--- src/rtl/icu_mb_pkg.sv ---
`timescale 1ns/1ps
package icu_mb_pkg;

    localparam int unsigned WORD_W = 32;

    // register offsets inside one bank window
    localparam int unsigned OFF_PEND  = 0;
    localparam int unsigned OFF_ENA   = 8;
    localparam int unsigned OFF_MPEND = 16;
    localparam int unsigned OFF_RSND  = 24;
    localparam int unsigned OFF_MASK  = 32;

    typedef enum logic [2:0] {
        SEL_NONE,
        SEL_PEND,
        SEL_ENA,
        SEL_MPEND,
        SEL_RSND,
        SEL_MASK
    } reg_sel_e;

    typedef struct packed {
        logic [WORD_W-1:0] pend;
        logic [WORD_W-1:0] ena;
        logic [WORD_W-1:0] rsnd;
        logic [WORD_W-1:0] mask;
    } bank_regs_t;

    function automatic reg_sel_e off_to_sel(input int unsigned off);
        reg_sel_e s;
        case (off)
            OFF_PEND:  s = SEL_PEND;
            OFF_ENA:   s = SEL_ENA;
            OFF_MPEND: s = SEL_MPEND;
            OFF_RSND:  s = SEL_RSND;
            OFF_MASK:  s = SEL_MASK;
            default:   s = SEL_NONE;
        endcase
        return s;
    endfunction

endpackage

--- src/rtl/icu_mb_decode.sv ---
`timescale 1ns/1ps
module icu_mb_decode
    import icu_mb_pkg::*;
#(
    parameter int unsigned NUM_BANKS = 4,
    parameter int unsigned STRIDE    = 40,
    parameter int unsigned ADDR_W    = 8,
    parameter int unsigned BANK_W    = 2
) (
    input  logic [ADDR_W-1:0] addr,
    output logic              hit,
    output logic [BANK_W-1:0] bank,
    output reg_sel_e          sel
);

    // range compare per bank window instead of a divider
    always_comb begin
        int unsigned addr_u;
        int unsigned off;
        addr_u = 32'(addr);
        off    = 0;
        bank   = '0;
        sel    = SEL_NONE;
        for (int unsigned b = 0; b < NUM_BANKS; b++) begin
            if (addr_u >= b * STRIDE && addr_u < (b + 1) * STRIDE) begin
                bank = BANK_W'(b);
                off  = addr_u - b * STRIDE;
                sel  = off_to_sel(off);
            end
        end
        hit = (sel != SEL_NONE);
    end

endmodule

--- src/rtl/icu_mb_bank.sv ---
`timescale 1ns/1ps
module icu_mb_bank
    import icu_mb_pkg::*;
(
    input  logic              clk,
    input  logic              rst,
    input  logic [WORD_W-1:0] src,
    input  logic              wr_en,
    input  reg_sel_e          sel,
    input  logic [WORD_W-1:0] wdata,
    output bank_regs_t        regs,
    output logic [WORD_W-1:0] mpend,
    output logic              irq
);

    bank_regs_t regs_d, regs_q;

    always_comb begin
        regs_d = regs_q;
        if (wr_en) begin
            case (sel)
                SEL_PEND:  regs_d.pend = regs_q.pend & ~wdata;  // write-one-to-clear
                SEL_ENA:   regs_d.ena  = wdata;
                SEL_RSND:  regs_d.rsnd = wdata;
                SEL_MASK:  regs_d.mask = wdata;
                default:   ;                                    // masked view is read-only
            endcase
        end
        // level capture after the clear, so a live source wins
        regs_d.pend = regs_d.pend | src;
    end

    always_ff @(posedge clk) begin
        if (rst) begin
            regs_q <= '0;
        end else begin
            regs_q <= regs_d;
        end
    end

    assign regs  = regs_q;
    assign mpend = regs_q.pend & regs_q.ena;
    assign irq   = |mpend;

endmodule

--- src/rtl/icu_mb_msb.sv ---
`timescale 1ns/1ps
module icu_mb_msb #(
    parameter int unsigned W     = 32,
    parameter int unsigned IDX_W = $clog2(W)
) (
    input  logic [W-1:0]     vec,
    output logic [IDX_W-1:0] idx,
    output logic             vld
);

    // ascending scan: the last set bit seen is the most significant
    always_comb begin
        idx = '0;
        vld = 1'b0;
        for (int i = 0; i < W; i++) begin
            if (vec[i]) begin
                idx = IDX_W'(i);
                vld = 1'b1;
            end
        end
    end

endmodule

--- src/rtl/icu_multibank.sv ---
`timescale 1ns/1ps
module icu_multibank
    import icu_mb_pkg::*;
#(
    parameter int unsigned NUM_BANKS   = 4,
    parameter int unsigned BANK_STRIDE = 40,
    parameter int unsigned ADDR_W      = 8,
    parameter int unsigned IDX_W       = 5
) (
    input  logic                          clk,
    input  logic                          rst,
    input  logic                          bus_we,
    input  logic [ADDR_W-1:0]             bus_addr,
    input  logic [WORD_W-1:0]             bus_wdata,
    output logic [WORD_W-1:0]             bus_rdata,
    input  logic [NUM_BANKS*WORD_W-1:0]   src_i,
    output logic [NUM_BANKS-1:0]          irq_o,
    output logic [NUM_BANKS*IDX_W-1:0]    top_idx_o,
    output logic [NUM_BANKS-1:0]          top_vld_o
);

    localparam int unsigned SRC_W  = NUM_BANKS * WORD_W;
    localparam int unsigned BANK_W = (NUM_BANKS > 1) ? $clog2(NUM_BANKS) : 1;

    logic              dec_hit;
    logic [BANK_W-1:0] dec_bank;
    reg_sel_e          dec_sel;

    bank_regs_t        regs [NUM_BANKS];
    logic [WORD_W-1:0] mpend [NUM_BANKS];
    logic [SRC_W-1:0]  stat_all;
    logic [SRC_W-1:0]  en_all;

    icu_mb_decode #(
        .NUM_BANKS (NUM_BANKS),
        .STRIDE    (BANK_STRIDE),
        .ADDR_W    (ADDR_W),
        .BANK_W    (BANK_W)
    ) u_dec (
        .addr (bus_addr),
        .hit  (dec_hit),
        .bank (dec_bank),
        .sel  (dec_sel)
    );

    for (genvar g = 0; g < NUM_BANKS; g++) begin : g_bank
        logic wr_g;
        assign wr_g = bus_we && dec_hit && (dec_bank == BANK_W'(g));

        icu_mb_bank u_bank (
            .clk   (clk),
            .rst   (rst),
            .src   (src_i[g*WORD_W +: WORD_W]),
            .wr_en (wr_g),
            .sel   (dec_sel),
            .wdata (bus_wdata),
            .regs  (regs[g]),
            .mpend (mpend[g]),
            .irq   (irq_o[g])
        );

        icu_mb_msb #(
            .W     (WORD_W),
            .IDX_W (IDX_W)
        ) u_msb (
            .vec (mpend[g]),
            .idx (top_idx_o[g*IDX_W +: IDX_W]),
            .vld (top_vld_o[g])
        );

        assign stat_all[g*WORD_W +: WORD_W] = regs[g].pend;
        assign en_all[g*WORD_W +: WORD_W]   = regs[g].ena;
    end

    // read mux; unmapped addresses give zero
    always_comb begin
        bus_rdata = '0;
        for (int b = 0; b < NUM_BANKS; b++) begin
            if (dec_hit && dec_bank == BANK_W'(b)) begin
                case (dec_sel)
                    SEL_PEND:  bus_rdata = regs[b].pend;
                    SEL_ENA:   bus_rdata = regs[b].ena;
                    SEL_MPEND: bus_rdata = mpend[b];
                    SEL_RSND:  bus_rdata = regs[b].rsnd;
                    SEL_MASK:  bus_rdata = regs[b].mask;
                    default:   bus_rdata = '0;
                endcase
            end
        end
    end

endmodule

--- config.mk ---
export PLATFORM = sky130hd
export DESIGN_NAME = icu_multibank
export DESIGN_NICKNAME = d
export VERILOG_FILES = /design/src/rtl/icu_mb_pkg.sv /design/src/rtl/icu_mb_decode.sv /design/src/rtl/icu_mb_bank.sv /design/src/rtl/icu_mb_msb.sv /design/src/rtl/icu_multibank.sv
export SDC_FILE = /design/constraint.sdc
export NUM_CORES = 2
export LEC_CHECK = 0
export BUFFER_PORTS_ARGS = -buffer_cell sky130_fd_sc_hd__buf_2
export CAP_MARGIN = 15
export CORE_UTILIZATION = 40
export CTS_CLUSTER_SIZE = 12
export DETAILED_ROUTE_END_ITERATION = 16
export PLACE_DENSITY = 0.59
export SYNTH_ARGS = -nofsm -noshare
export SYNTH_HDL_FRONTEND = slang
export SYNTH_HIERARCHICAL = 1
export SYNTH_SLANG_ARGS = --single-unit
export TNS_END_PERCENT = 10
--- constraint.sdc ---
create_clock -name clk -period 5.7 [get_ports clk]
set_clock_uncertainty 0.2 [all_clocks]
set_input_delay 0 -clock clk [delete_from_list [all_inputs] [get_ports clk]]
set_output_delay 0 -clock clk [all_outputs]
set_load 0.05 [all_outputs]
==> flow_metrics.py <==
metrics = {
    "cts": {
        "clock_latency_ns": 0.62,
        "clk_pin_slew_ns": 0.06,
        "clockBufferDepth": 3,
        "clock-sinks": 512,
        "cts_resized": 0,
        "ctsHtreeMaxLevel": 2,
        "cts_tree": "yes",
        "clockRootBuffer": "clkbuf_16",
        "numCtsBuffers": 57,
    },
    "placed_design": {
        "place_worst_setup_slack_ns": 0.654,
        "gp_congestion": 1.02,
        "portBuffers": 230,
        "hpwl_mm": 81.6,
    },
    "synth": {
        "synth_area_sq_um": 26400,
        "synth-seq-area-share_pct": 38.8,
        "synth.net_count": 3740,
        "synth_area_leaders": "dfxtp_1 39%, nand2_1 14%, a21oi_1 12%, mux2i_1 5.0%, nor2_1 3.3%",
        "yosysTopAreaCellShare_pct": 38.8,
        "synth_enable_flop_cells": 0,
        "ys.flop_type": "dfxtp_1",
        "synthArstFlopShare_pct": 0,
        "synth_cells": 3566,
        "ys_ff_latch": 512,
        "ys_types": 83,
        "synth_top_area_cell": "dfxtp_1",
        "avgSynthCellArea_sq_um": 7.41,
        "yosysWarnings": 6,
    },
    "timing": {
        "final.min_clock_period_ns": 5.21,
        "setup_tns_ns": 0,
        "tightest_slew_ns": 1.24,
        "max_freq_mhz": 192,
        "drv_slew": 0,
        "relSlewSlack_pct": 17.1,
        "rsz0062_at_grt": "false",
        "min_period_over_period_pct": 91.4,
        "finalWorstSetupSlack_ns": 0.489,
        "setup_viol": 0,
        "hold_violations": 0,
    },
    "drt": {
        "remaining_drc_errors": 0,
        "ant_nets": 0,
        "first_iter_violations": 3552,
        "wl_per_cell_microns": 24.7,
        "dr_total_vias": 29682,
        "viasPerCell": 5.91,
        "drt-total-wl_mm": 124,
        "dr.pass1.iters": 6,
    },
    "die": {
        "core_area_sq_um": 64900,
        "rows": 93,
        "die_w_microns": 259,
        "io_pins": 231,
        "die_area_sq_um": 67100,
        "die_y_microns": 259,
        "initial_core_util_pct": 40.7,
    },
    "worst_hold_path": {
        "hold_depth": 6,
        "worstHoldStart": "bus_we",
        "min_to": "g_bank[2].u_bank/regs[49]$_SDFFE_PP0P_",
        "hold_path_class": "in2reg",
    },
    "setup_path": {
        "r2r_end": "g_bank[2].u_bank/regs[124]$_SDFF_PP0_",
        "startpoint_type": "primary input",
        "cp.arrival_ns": 5.01,
        "worst-endpoint-required_ns": 5.50,
        "critPathMaxFanout": 31,
        "critical_path_class": "in2out",
        "worstSetupEndpointType": "output pin",
        "reg2reg_from": "g_bank[2].u_bank/regs[124]$_SDFF_PP0_",
        "reg2regPathDepth": 4,
        "r2r_slack_ns": 3.58,
    },
    "power_and_ir_drop": {
        "vdd_drop_max_uv": 217,
        "power.net_switching_w": 0.00260,
        "clkPwrFrac_pct": 42.5,
        "leakage_nw": 12.6,
        "p_per_area_nw_per_um2": 261,
        "sw_frac_of_total_pct": 28.7,
        "power_frac_comb_pct": 16.1,
        "intPower_w": 0.00645,
        "seqPwrFrac_pct": 41.4,
    },
    "finish": {
        "n_fill_cell": 6157,
        "seqCellArea_sq_um": 10200,
        "largest_reg_flops": 512,
        "fin_nets": 4301,
        "syn_to_final_growth_pct": 31.2,
        "drive_gt1_share_pct": 12.0,
        "multiInputGateArea_sq_um": 14800,
    },
    "grt": {
        "grt_remaining_overflow": 0,
        "grt_pass1_vias": 27307,
        "antenna_found_initial": 4,
        "grt_pass1_wl_mm": 180,
        "grt_use_total_pct": 35.9,
        "grt_max_degree": 146,
    },
    "outcome": {
        "status": "complete, no violations",
    },
    "flow_run": {
        "drv_cap": 0,
    },
}
==> cell usage in the layout (no fill, tap or decap), types with 13 or more instances in the layout <==
cell	n
nand2_1	963
a21oi_1	633
dfxtp_1	512
dlygate4sd3_1	447
buf_2	229
nor2_1	221
mux2i_1	131
and2_1	122
buf_4	84
o21ai_0	78
a22oi_1	62
clkbuf_16	57
o221ai_1	52
a221oi_1	49
or4_1	48
a211oi_1	43
inv_1	36
a221o_1	27
nor3_1	27
nor4_1	25
clkbuf_8	17
o211ai_1	14
or2_2	14
nand2b_1	13
nand3b_1	13
o21ai_1	13
nor4_2	13
==> per-stage QoR <==
stage / total power, W / utilization [%] / hold WS (ns) / std cells / cell area [sq um]
floorplan: 0.00442 / - / -0.0826 / 3566 / 26400
global placement: 0.00496 / 43.6 / 0.00248 / 4476 / 28300
detailed placement: 0.00496 / 43.6 / 0.00895 / 4476 / 28300
CTS: 0.00901 / 53.4 / 0.0718 / 5022 / 34700
global route: 0.00927 / 53.4 / 0.121 / 5023 / 34700
finish: 0.00906 / 53.4 / 0.131 / 5024 / 34700
==> kinds of logic (layout without fill, tap and decap cells) <==
logic type / after synthesis / in the layout / share of synthesized area (%)
adder cells (fa/ha/maj): 3 / 3 / 0.142
XOR/XNOR: 5 / 5 / 0.166
multiplexers: 139 / 139 / 5.30
flip-flops: 512 / 512 / 38.8
buffers and inverters: 310 / 911 / 5.60
AND/OR/NAND/NOR: 1549 / 1549 / 26.2
other: 0 / 2 / 0
AO/OA/AOI/OAI: 1048 / 1048 / 23.8
==> Yosys cell counts (28+ instances only) <==
cell and number:
nand2_1 963, mux2i_1 131, a21oi_1 633, and2_1 122, or4_1 48, nor3_1 28
a211oi_1 43, o221ai_1 52, clkbuf_1 175, a221oi_1 49, dfxtp_1 512, a22oi_1 62
buf_2 50, nor2_1 229, o21ai_0 79, inv_1 38
==> final cells by class <==
class,instances,area share [%]
diodes,2,0.0144
clock buffers,80,4.85
clock inverters,19,0.671
inverters,42,0.491
multi-input cells,2744,42.7
flip-flops and latches,512,29.6
well taps,855,3.08
repair buffers,770,18.6
==> per-layer routing <==
metal | wire, microns | share of wire [%] | track usage, % | vias to the layer above
met2 | 54300 | 44 | 54.9 | 1600
met1 | 51300 | 41 | 48.3 | 14214
met5 | 25 | 0.020 | 0 | -
li1 | - | - | - | 13582
met3 | 12400 | 10 | 7.10 | 282
met4 | 6140 | 4.9 | 17.1 | 4
==> how the worst max path moves through the flow <==
| stage | to | cells after the start | from | slack, ns |
|---|---|---|---|---|
| floorplan | bus_rdata[1] | 16 | bus_addr[4] | 0.88 |
| global placement | bus_rdata[21] | 14 | bus_addr[3] | 0.64 |
| detailed placement | bus_rdata[21] | 14 | bus_addr[3] | 0.65 |
| CTS | bus_rdata[21] | 17 | bus_addr[3] | 0.64 |
| global route | bus_rdata[21] | 16 | bus_addr[3] | 0.44 |
| finish | bus_rdata[21] | 17 | bus_addr[3] | 0.49 |
==> worst max-delay path, cell delays in order <==
cell,delay (ns)
buf_2,0.27
inv_1,0.15
ha_1,0.27
xnor2_1,0.15
a32oi_1,0.24
a21oi_1,0.10
a41oi_1,0.25
or3b_1,0.25
inv_6,0.13
buf_4,0.32
nor2b_4,0.44
buf_4,0.43
a22oi_1,0.15
o221ai_1,0.20
a21oi_1,0.13
nor4b_1,1.03
buf_2,0.42
==> power groups by stage <==
stage / Sequential (W) / Combinational (W) / Clock [W]
global route: 0.00376 / 0.00150 / 0.00402
CTS: 0.00375 / 0.00139 / 0.00386
detailed placement: 0.00383 / 0.00113 / 0
global placement: 0.00383 / 0.00113 / 0
finish: 0.00375 / 0.00145 / 0.00385
floorplan: 0.00377 / 0.000642 / 0
==> timing repair <==
item / CTS / global route
hold buffers: 447 / 0
setup buffers: 0 / 0
endpoints found under the hold margin: 512 / 0
Power figures use the tool's default switching activity.
